### config.mk
export PLATFORM = sky130hd
export DESIGN_NAME = bayer_quad_ct
export DESIGN_NICKNAME = d
export VERILOG_FILES = /design/src/rtl/bqct_pkg.sv /design/src/rtl/bqct_line_buf.sv /design/src/rtl/bqct_lift.sv /design/src/rtl/bqct_ctrl.sv /design/src/rtl/bayer_quad_ct.sv
export SDC_FILE = /design/constraint.sdc
export NUM_CORES = 1
export LEC_CHECK = 0
export CAP_MARGIN = 5
export CELL_PAD_IN_SITES_DETAIL_PLACEMENT = 1
export CELL_PAD_IN_SITES_GLOBAL_PLACEMENT = 1
export CORE_MARGIN = 2
export CORE_UTILIZATION = 54
export DETAILED_ROUTE_END_ITERATION = 10
export GPL_ROUTABILITY_DRIVEN = 0
export GPL_TIMING_DRIVEN = 0
export PLACE_DENSITY = 0.79
export SETUP_SLACK_MARGIN = 0.1
export SYNTH_ARGS = -nofsm -noshare
export SYNTH_HDL_FRONTEND = slang
export SYNTH_SLANG_ARGS = --single-unit
### constraint.sdc
create_clock -name clk -period 10.25 [get_ports clk]
set_input_delay 2.05 -clock clk [delete_from_list [all_inputs] [get_ports clk]]
set_output_delay 2.05 -clock clk [all_outputs]
set_load 0.02 [all_outputs]
### src/rtl/bqct_pkg.sv
package bqct_pkg;

    // Position of the next expected pixel inside the 2x2 tile
    typedef enum logic [1:0] {
        ST_EVEN_L = 2'd0,   // red
        ST_EVEN_R = 2'd1,   // first green
        ST_ODD_L  = 2'd2,   // second green
        ST_ODD_R  = 2'd3    // blue
    } bq_state_e;

endpackage

### src/rtl/bqct_line_buf.sv
// One even-row line of (red, first green) pairs, indexed by tile column.
module bqct_line_buf #(
    parameter int DW    = 24,
    parameter int DEPTH = 32,
    parameter int AW    = 5
) (
    input  logic          clk,
    input  logic          wr_en,
    input  logic [AW-1:0] wr_addr,
    input  logic [DW-1:0] wr_data,
    input  logic [AW-1:0] rd_addr,
    output logic [DW-1:0] rd_data
);

    logic [DW-1:0] mem [DEPTH];

    for (genvar i = 0; i < DEPTH; i++) begin : g_entry
        always_ff @(posedge clk) begin
            if (wr_en && (wr_addr == AW'(i))) begin
                mem[i] <= wr_data;
            end
        end
    end

    assign rd_data = mem[rd_addr];

endmodule

### src/rtl/bqct_lift.sv
// Integer lifting from one raw tile to Y/U/V/D. Purely combinational.
module bqct_lift #(
    parameter int PIX_W = 12
) (
    input  logic [PIX_W-1:0]        r,
    input  logic [PIX_W-1:0]        g1,
    input  logic [PIX_W-1:0]        g2,
    input  logic [PIX_W-1:0]        b,
    output logic [PIX_W-1:0]        y,
    output logic signed [PIX_W:0]   u,
    output logic signed [PIX_W:0]   v,
    output logic signed [PIX_W:0]   d
);

    localparam int EW = PIX_W + 2;

    logic [PIX_W:0]          g_sum;
    logic [PIX_W-1:0]        g_avg;
    logic signed [EW-1:0]    g_ext;
    logic signed [EW-1:0]    uv_sum;
    logic signed [EW-1:0]    uv_q;

    always_comb begin
        g_sum  = {1'b0, g1} + {1'b0, g2};
        g_avg  = PIX_W'(g_sum >> 1);
        d      = $signed({1'b0, g1}) - $signed({1'b0, g2});
        u      = $signed({1'b0, r}) - $signed({1'b0, g_avg});
        v      = $signed({1'b0, b}) - $signed({1'b0, g_avg});
        g_ext  = $signed({2'b00, g_avg});
        uv_sum = EW'(u) + EW'(v);
        uv_q   = uv_sum >>> 2;
        y      = PIX_W'(g_ext + uv_q);
    end

endmodule

### src/rtl/bqct_ctrl.sv
// Tile-position state machine and tile column counter.
module bqct_ctrl
    import bqct_pkg::*;
#(
    parameter int MAX_QUADS = 32,
    parameter int QW        = 5
) (
    input  logic          clk,
    input  logic          rst_n,
    input  logic          in_acc,
    input  logic          in_sof,
    input  logic          in_eol,
    output bq_state_e     state,
    output logic [QW-1:0] qcol,
    output logic          take_r,
    output logic          wr_line,
    output logic          take_g2,
    output logic          fire
);

    localparam logic [QW-1:0] QLAST = QW'(MAX_QUADS - 1);

    bq_state_e     state_q, state_d;
    logic [QW-1:0] qcol_q;

    // state register and column counter
    always_ff @(posedge clk or negedge rst_n) begin
        if (!rst_n) begin
            state_q <= ST_EVEN_L;
            qcol_q  <= '0;
        end else begin
            state_q <= state_d;
            if (in_acc) begin
                if (in_sof) begin
                    qcol_q <= '0;
                end else if (state_q == ST_EVEN_R || state_q == ST_ODD_R) begin
                    if (in_eol || qcol_q == QLAST) begin
                        qcol_q <= '0;
                    end else begin
                        qcol_q <= qcol_q + 1'b1;
                    end
                end
            end
        end
    end

    // next state
    always_comb begin
        state_d = state_q;
        if (in_acc) begin
            if (in_sof) begin
                state_d = ST_EVEN_R;
            end else begin
                unique case (state_q)
                    ST_EVEN_L: state_d = ST_EVEN_R;
                    ST_EVEN_R: state_d = in_eol ? ST_ODD_L : ST_EVEN_L;
                    ST_ODD_L:  state_d = ST_ODD_R;
                    ST_ODD_R:  state_d = in_eol ? ST_EVEN_L : ST_ODD_L;
                    default:   state_d = ST_EVEN_L;
                endcase
            end
        end
    end

    // per-state strobes
    always_comb begin
        take_r  = 1'b0;
        wr_line = 1'b0;
        take_g2 = 1'b0;
        fire    = 1'b0;
        if (in_acc) begin
            if (in_sof) begin
                take_r = 1'b1;
            end else begin
                unique case (state_q)
                    ST_EVEN_L: take_r  = 1'b1;
                    ST_EVEN_R: wr_line = 1'b1;
                    ST_ODD_L:  take_g2 = 1'b1;
                    ST_ODD_R:  fire    = 1'b1;
                    default:   take_r  = 1'b0;
                endcase
            end
        end
    end

    assign state = state_q;
    assign qcol  = qcol_q;

endmodule

### src/rtl/bayer_quad_ct.sv
module bayer_quad_ct
    import bqct_pkg::*;
#(
    parameter int PIX_W     = 12,
    parameter int MAX_QUADS = 32
) (
    input  logic                    clk,
    input  logic                    rst_n,
    input  logic                    in_valid,
    output logic                    in_ready,
    input  logic [PIX_W-1:0]        in_pix,
    input  logic                    in_sof,
    input  logic                    in_eol,
    output logic                    out_valid,
    input  logic                    out_ready,
    output logic [PIX_W-1:0]        out_y,
    output logic signed [PIX_W:0]   out_u,
    output logic signed [PIX_W:0]   out_v,
    output logic signed [PIX_W:0]   out_d,
    output logic                    out_sof,
    output logic                    out_eol
);

    localparam int QW = (MAX_QUADS > 1) ? $clog2(MAX_QUADS) : 1;
    localparam int LW = 2 * PIX_W;

    bq_state_e         state;
    logic [QW-1:0]     qcol;
    logic              in_acc;
    logic              take_r, wr_line, take_g2, fire;
    logic [PIX_W-1:0]  r_hold, g2_hold;
    logic [LW-1:0]     line_rd;
    logic              sof_pend;

    logic [PIX_W-1:0]      y_c;
    logic signed [PIX_W:0] u_c, v_c, d_c;

    // Stall only a blue pixel while an untaken sample occupies the output.
    assign in_ready = !((state == ST_ODD_R) && out_valid && !out_ready);
    assign in_acc   = in_valid && in_ready;

    bqct_ctrl #(
        .MAX_QUADS(MAX_QUADS),
        .QW       (QW)
    ) u_ctrl (
        .clk    (clk),
        .rst_n  (rst_n),
        .in_acc (in_acc),
        .in_sof (in_sof),
        .in_eol (in_eol),
        .state  (state),
        .qcol   (qcol),
        .take_r (take_r),
        .wr_line(wr_line),
        .take_g2(take_g2),
        .fire   (fire)
    );

    bqct_line_buf #(
        .DW   (LW),
        .DEPTH(MAX_QUADS),
        .AW   (QW)
    ) u_line (
        .clk    (clk),
        .wr_en  (wr_line),
        .wr_addr(qcol),
        .wr_data({r_hold, in_pix}),
        .rd_addr(qcol),
        .rd_data(line_rd)
    );

    bqct_lift #(
        .PIX_W(PIX_W)
    ) u_lift (
        .r (line_rd[LW-1:PIX_W]),
        .g1(line_rd[PIX_W-1:0]),
        .g2(g2_hold),
        .b (in_pix),
        .y (y_c),
        .u (u_c),
        .v (v_c),
        .d (d_c)
    );

    // holding registers for the partial tile
    always_ff @(posedge clk or negedge rst_n) begin
        if (!rst_n) begin
            r_hold  <= '0;
            g2_hold <= '0;
        end else begin
            if (take_r)  r_hold  <= in_pix;
            if (take_g2) g2_hold <= in_pix;
        end
    end

    // start-of-frame marker waiting for its first tile
    always_ff @(posedge clk or negedge rst_n) begin
        if (!rst_n) begin
            sof_pend <= 1'b0;
        end else if (in_acc && in_sof) begin
            sof_pend <= 1'b1;
        end else if (fire) begin
            sof_pend <= 1'b0;
        end
    end

    // output register
    always_ff @(posedge clk or negedge rst_n) begin
        if (!rst_n) begin
            out_valid <= 1'b0;
            out_y     <= '0;
            out_u     <= '0;
            out_v     <= '0;
            out_d     <= '0;
            out_sof   <= 1'b0;
            out_eol   <= 1'b0;
        end else if (fire) begin
            out_valid <= 1'b1;
            out_y     <= y_c;
            out_u     <= u_c;
            out_v     <= v_c;
            out_d     <= d_c;
            out_sof   <= sof_pend;
            out_eol   <= in_eol;
        end else if (out_ready) begin
            out_valid <= 1'b0;
        end
    end

endmodule

# [After elaboration in Yosys (flattened, before gate mapping)]
# Memory sizes are Yosys's and may differ from the RTL's.
# Cells that the tools add are included.
[totals] regBits=86 ram_bits=768 in_bits=18 out_inout_bits=55 word_cells=311 mem_count=1
[op_classes] add_sub_neg=7 n_eq_ne=34 n_mux=180 reduce_logical=77
[mem_list] name="u_line.mem" depth=32 word_bits=24 read_ports=1 rd_clocked_by_memory_dff=0 write_ports=1 line_no="bqct_line_buf.sv:15" source="logic [DW-1:0] mem [DEPTH];"
[ops] cell="24-bit two-way mux" n=31
[ops] cell="24-bit OR reduction" n=31
[ops] cell="5-bit two-way mux" n=34
[ops] cell="1-bit two-way mux" n=111
[ops] cell="5-bit equality test (second input constant)" n=16
[ops] cell="5-bit by 4-bit equality test with 1-bit output (second input constant)" n=8
[ops] cell="12-bit by 12-bit subtractor with 13-bit output" n=3
[ops] cell="1-bit logical AND" n=36
[ops] cell="5-bit by 3-bit equality test with 1-bit output (second input constant)" n=4
[ops] cell="13-bit by 13-bit adder with 14-bit output" n=1
[ops] cell="12-bit by 12-bit adder with 13-bit output" n=1
[ops] cell="12-bit adder" n=1
[ops] cell="5-bit by 2-bit equality test with 1-bit output (second input constant)" n=2
[ops] cell="2-bit one-hot mux with 4 select lines" n=1
[ops] cell="2-bit two-way mux" n=3
[ops] cell="2-bit nonzero test" n=3
[ops] cell="5-bit by 1-bit adder with 5-bit output (second input constant)" n=1
[ops] cell="5-bit by 1-bit equality test with 1-bit output (second input constant)" n=1
[ops] cell="5-bit logical NOT" n=1
[ops] cell="2-bit equality test (second input constant)" n=2
[ops] cell="2-bit by 1-bit equality test with 1-bit output (second input constant)" n=1
[ops] cell="1-bit logical NOT" n=2
[ops] cell="2-bit logical NOT" n=1
[ops] cell="1-bit logical OR" n=2
[ops] cell="2-bit AND reduction" n=1

# [Logic depth before layout (Yosys ltp)]
[logic_depth] word_depth=41 ltp_mapped=40 mapped_depth_nobuf=36

# [Modules after synthesis]
# A second synthesis with hierarchy kept.
[hier_totals] hier_cells=2380 area_unflattened_um2=37048.0
[by_module_without_submodules] mod="bqct_line_buf" instances=1 cells_per_inst=1692 area_each_um2=30002.5 seq_area_each_um2=23062.1
[by_module_without_submodules] mod="bqct_lift" instances=1 cells_per_inst=482 area_each_um2=3453.3 seq_area_each_um2=0.0
[by_module_without_submodules] mod="bayer_quad_ct" instances=1 cells_per_inst=170 area_each_um2=3191.8 seq_area_each_um2=1976.9
[by_module_without_submodules] mod="bqct_ctrl" instances=1 cells_per_inst=36 area_each_um2=400.4 seq_area_each_um2=175.2

# [Worst setup path after synthesis]
# OpenSTA, ideal clock, no wires.
[synth_timing] path_kind="register to register" from="register u_ctrl.qcol_q[0] (netlist: u_ctrl.qcol[0])" to="register out_y[11]" setup_ps=133 arrival_time_ps=8326 required_ps=10117 setup_slack_ps=1791 path_stages_with_launch=39 path_buffers=6 synth_period_minus_slack_ps=8459 cell_sequence="dfrtp_1 -> buf_6 -> buf_4 -> buf_2 -> clkbuf_1 -> buf_1 -> mux4_2 -> mux4_2 -> nand2_1 -> nand2_1 -> ha_1 -> clkbuf_1 -> nor2_1 -> a22o_1 -> a21oi_1 -> nand2b_1 -> xnor2_1 -> inv_1 -> (+3 left out) -> a31oi_1 -> maj3_1 -> a211oi_1 -> nor2_1 -> ha_1 -> a21oi_1 -> a21bo_2 -> a21oi_1 -> nor2_1 -> nor2_1 -> xnor2_1 -> ha_1 -> or2_2 -> a211oi_1 -> o31ai_1 -> o221ai_1 -> xnor2_1 -> o21ai_1"
[synth_via] elab_chain_cells=5 word_cells_on_any_way=6 cone_classes="add/sub (5); memory (1)"
[synth_lines] item="start: declaration" line_no="bqct_ctrl.sv:24" source="logic [QW-1:0] qcol_q;"
[synth_lines] item="start signal: assignment" line_no="bqct_ctrl.sv:40" source="qcol_q <= qcol_q + 1'b1;"
[synth_lines] item="memory 32 x 24 bit"
[synth_lines] item="12-bit by 12-bit adder with 13-bit output" line_no="bqct_lift.sv:24" source="g_sum = {1'b0, g1} + {1'b0, g2};"
[synth_lines] item="12-bit by 12-bit subtractor with 13-bit output" line_no="bqct_lift.sv:28" source="v = $signed({1'b0, b}) - $signed({1'b0, g_avg});"
[synth_lines] item="named net u_lift.v[9]" line_no="bqct_lift.sv:11" source="output logic signed [PIX_W:0] v,"
[synth_lines] item="13-bit by 13-bit adder with 14-bit output" line_no="bqct_lift.sv:30" source="uv_sum = EW'(u) + EW'(v);"
[synth_lines] item="12-bit adder" line_no="bqct_lift.sv:32" source="y = PIX_W'(g_ext + uv_q);"
[synth_lines] item="end signal: assignment" line_no="bayer_quad_ct.sv:119" source="out_y <= y_c;"
[synth_lines] item="end: declaration" line_no="bayer_quad_ct.sv:16" source="output logic [PIX_W-1:0] out_y,"
# The timed path passes the listed nets, and every way through them passes these cells.
# A chain may end at the register's enable or synchronous reset.

# [Worst setup path in the final report]
[layout_timing] from="register u_ctrl.qcol_q[1] (netlist: u_ctrl.qcol[1])" to="register out_y[11]"
[layout_via] elab_chain_cells=5 word_cells_on_any_way=6 cone_classes="add/sub (5); memory (1)"
[layout_lines] item="memory 32 x 24 bit *"
[layout_lines] item="12-bit by 12-bit adder with 13-bit output" line_no="bqct_lift.sv:24"
[layout_lines] item="12-bit by 12-bit subtractor with 13-bit output *" line_no="bqct_lift.sv:27" source="u = $signed({1'b0, r}) - $signed({1'b0, g_avg});"
[layout_lines] item="named net u_c[10]" line_no="bayer_quad_ct.sv:36" source="logic signed [PIX_W:0] u_c, v_c, d_c;"
[layout_lines] item="13-bit by 13-bit adder with 14-bit output *" line_no="bqct_lift.sv:30"
[layout_lines] item="12-bit adder *" line_no="bqct_lift.sv:32"
# The timed path passes the listed nets; every way through them passes the cells marked *.

==> run metrics <==
top cells by area, synth edfxtp_1, mux4_2, dfrtp_1, ha_1, nand2_1; fmax 0.103 GHz; period utilization 94.9%; cell taking the most area after synthesis edfxtp_1; RR Startpoint u_ctrl.qcol[1]$_DFFE_PN0P_; die height 261 µm; Slew Viols, Final 0; leakage 13.7 nW; number of CTS-inserted buffers 86; clk_lat worst skew 0.65 ns; Setup Skew 0.0311 ns; Cells after DPL 2894; syn nets 2017; die width 261 µm; hold_sp out_d[1]$_DFFE_PN0P_; sequential area share after synthesis 70.9%; R2R setup slack 0.53 ns; per-cell routed wire length 32.4 µm; post-synthesis instance area 35600 µm²; Antenna diodes 0; outcome complete, no violations; Hold-fix buffers, CTS 0; Starting Density 54.3%; CTS max path bufs 3; grt total ovfl 0; Least-Margin Pin Slew 1.28 ns; Cell Pwr Density 338 nW/µm²; DRC marker count from the first detailed-route iteration 2241; DRC viols 0; Via density 6.47; Post-Route WL 99.0 mm; Hold Path Class register to register; startpoint types register; dominant synthesized flop cell edfxtp_1; Slew headroom 14.4%; largest net degree at the start of global routing 53; worst endpoint required time 10.76 ns; Nets 2212; Tmin final 9.72 ns; number of I/O pins 73; yosys synthesis warning count 0; pre-CTS WS -0.568 ns; fin worst setup slack 0.525 ns; Critical Path Start u_ctrl.qcol[1]$_DFFE_PN0P_; IO buf count 71; first-pass GRT wire length 145 mm; Core Area 65500 µm²; worst setup path class register to register; Post-synth ARST share 10.1%; First-pass DRT Iterations 5; DR vias 19800; Site Rows 94; largest fanout on the critical path 10; layout cells sized above 1 23.0%; Final HPWL DP 62.5 mm; clock root cell clkbuf_16; Critical Path End out_y[11]$_DFFE_PN0P_; H-Tree Depth 3; Unique masters post-synth 67; number of global-route vias before repair 20800; final std cells w/o fill 3054; Total GRT Usage 30.0%; CTS tree yes; mean area per synthesized cell 18.5 µm²; Area growth syn-to-layout 15.6%; Max stage delay cell, worst path mux4_2; die area 68000 µm²; Post-DRT Antenna Nets 0; RR Endpoint out_y[11]$_DFFE_PN0P_; Most common cell on crit path ha_1; Crit. End Element register; VDD IR max 0.485 mV; Clock Sinks 854; Final Hold Fails 0; setup_tns 0 ns; final core utilization 62.8%; CP peak stage delay 0.53 ns; Setup Buffers After CTS 0; CTS clk-pin slew, worst paths 0.07 ns; RSZ-0062 raised after global routing no; Final Setup Violations 0; Worst R2R Path Depth 38; max-cap check violation count 0; worst endpoint data arrival time 10.24 ns; Yosys top cell area share 64.8%; number of synthesized flops with an enable pin 768; synthesis-stage register bit count 854; synthesized instance count 1924; antenna violations before repair 3
==> cells by family (layout without fill, tap and decap cells) <==
group,after synthesis,after routing,share of synthesized area [%]
DFF,854,854,70.9
and+or+nand+nor,343,343,4.19
buffers and inverters,142,408,1.57
AOI/OAI and AO/OA,170,170,2.96
adders and majority gates,85,85,3.04
muxes,270,270,15.8
xor gates and xnor gates,60,60,1.57
==> flip-flops by register name (all words and copies together), names as in the netlist <==
signal        cells
u_ctrl.state      2
out_v            13
out_valid         1
out_y            12
g2_hold          12
out_d            13
sof_pend          1
out_sof           1
r_hold           12
out_eol           1
out_u            13
u_line.mem      768
u_ctrl.qcol       5
==> layer usage <==
layer / global-route usage (%) / wire, µm / up-vias
met5: 0 / 27 / -
met2: 50.5 / 50000 / 1175
met4: 13.4 / 4470 / 4
met3: 5.45 / 8150 / 276
met1: 38.4 / 36300 / 10300
li1: - / - / 7988
==> synth_stat cells (3+ instances only) <==
library cell and instances:
buf_2 6, dfrtp_1 86, maj3_1 8, edfxtp_1 768
mux4_2 231, buf_1 28, o21ai_1 5, nand2_1 189
mux2_2 21, a211o_1 3, inv_2 5, o21ai_2 3
a21oi_1 38, clkbuf_1 46, nand2b_1 12, or2_2 3
nor2b_1 19, nor3b_1 4, buf_4 3, o21ai_0 61
and2_1 7, nand3_1 8, inv_1 51, nor4_1 3
fa_1 5, a21o_1 12, and3_1 3, or4_1 3
o31ai_1 8, nor3_1 18, a211oi_1 4, o21bai_1 6
mux2i_1 17, xnor2_1 44, nor2_1 67, o21a_1 7
a31oi_1 3, xor2_1 14, ha_1 70
==> power breakdown <==
group	switching [mW]	internal (mW)	leakage (nW)
sequential	0.159	4.01	7.97
clock	1.35	1.71	1.32
combinational	3.74	2.96	4.40
total	5.24	8.67	13.7
==> stage by stage <==
step,total power [mW],cell area (µm²),hold WS [ns]
after global placement,10.5,37400,0.460
after floorplan,9.15,35600,0.440
after global routing,14.8,41100,0.499
after CTS,13.9,41100,0.478
after detailed placement,10.8,38300,0.464
final,13.9,41100,0.471
==> critical path, delay by kind of cell (launching register included) <==
family	cells	cell delay, ns
adder cells (fa/ha/maj)	7	2.40
buffers and inverters	8	2.26
AO/OA/AOI/OAI	10	1.72
AND/OR/NAND/NOR	7	0.99
multiplexers	2	0.88
XOR/XNOR	4	0.83
flip-flops	1	0.47
==> placed cells by master, fill, tap and decap left out, types with 6 or more instances in the layout <==
master           count
clkbuf_4            10
nor3_1              18
clkbuf_2            11
o31ai_1              8
nand2b_1            12
buf_16               8
nand3_1              8
o21bai_1             6
clkinv_1            29
a21o_1              12
clkdlybuf4s50_1     62
nor2b_1             19
mux2i_1             17
buf_12              27
ha_1                70
buf_4                7
maj3_1               8
mux4_2             231
buf_1               11
o21a_1               7
edfxtp_1           768
a21oi_1             38
nand2_1            189
clkbuf_16           88
nor2_4              30
xor2_1              14
dfrtp_1             86
xnor2_1             42
clkinv_2            13
buf_2               15
o21ai_0             61
nor2_1              37
inv_1               51
mux2_2              21
clkbuf_1            49
==> layout make-up <==
class | count | area (µm²)
plain buffers | 84 | 425
clock buffers | 102 | 2250
clock inverters | 57 | 455
fillers | 5552 | 24400
inverters | 58 | 218
multi-input cells | 928 | 10100
flip-flops and latches | 854 | 25200
well taps | 864 | 1080
repair buffers | 107 | 1440
==> how the worst min path moves through the flow <==
stage	cells past startpoint	end	slack, ns
after global routing	2	out_d[1]$_DFFE_PN0P_	0.50
after floorplan	2	out_sof$_DFFE_PN0P_	0.44
after detailed placement	2	out_d[1]$_DFFE_PN0P_	0.46
after global placement	2	out_d[7]$_DFFE_PN0P_	0.46
final	2	out_d[1]$_DFFE_PN0P_	0.47
after CTS	2	out_d[1]$_DFFE_PN0P_	0.48
==> what timing repair did <==
| item | in CTS | in global routing |
|---|---|---|
| endpoints found under the setup margin | 4 | 4 |
| resized for setup | 38 | 41 |
| endpoints found under the hold margin | 0 | 0 |
(Power assumes the default switching activity.)
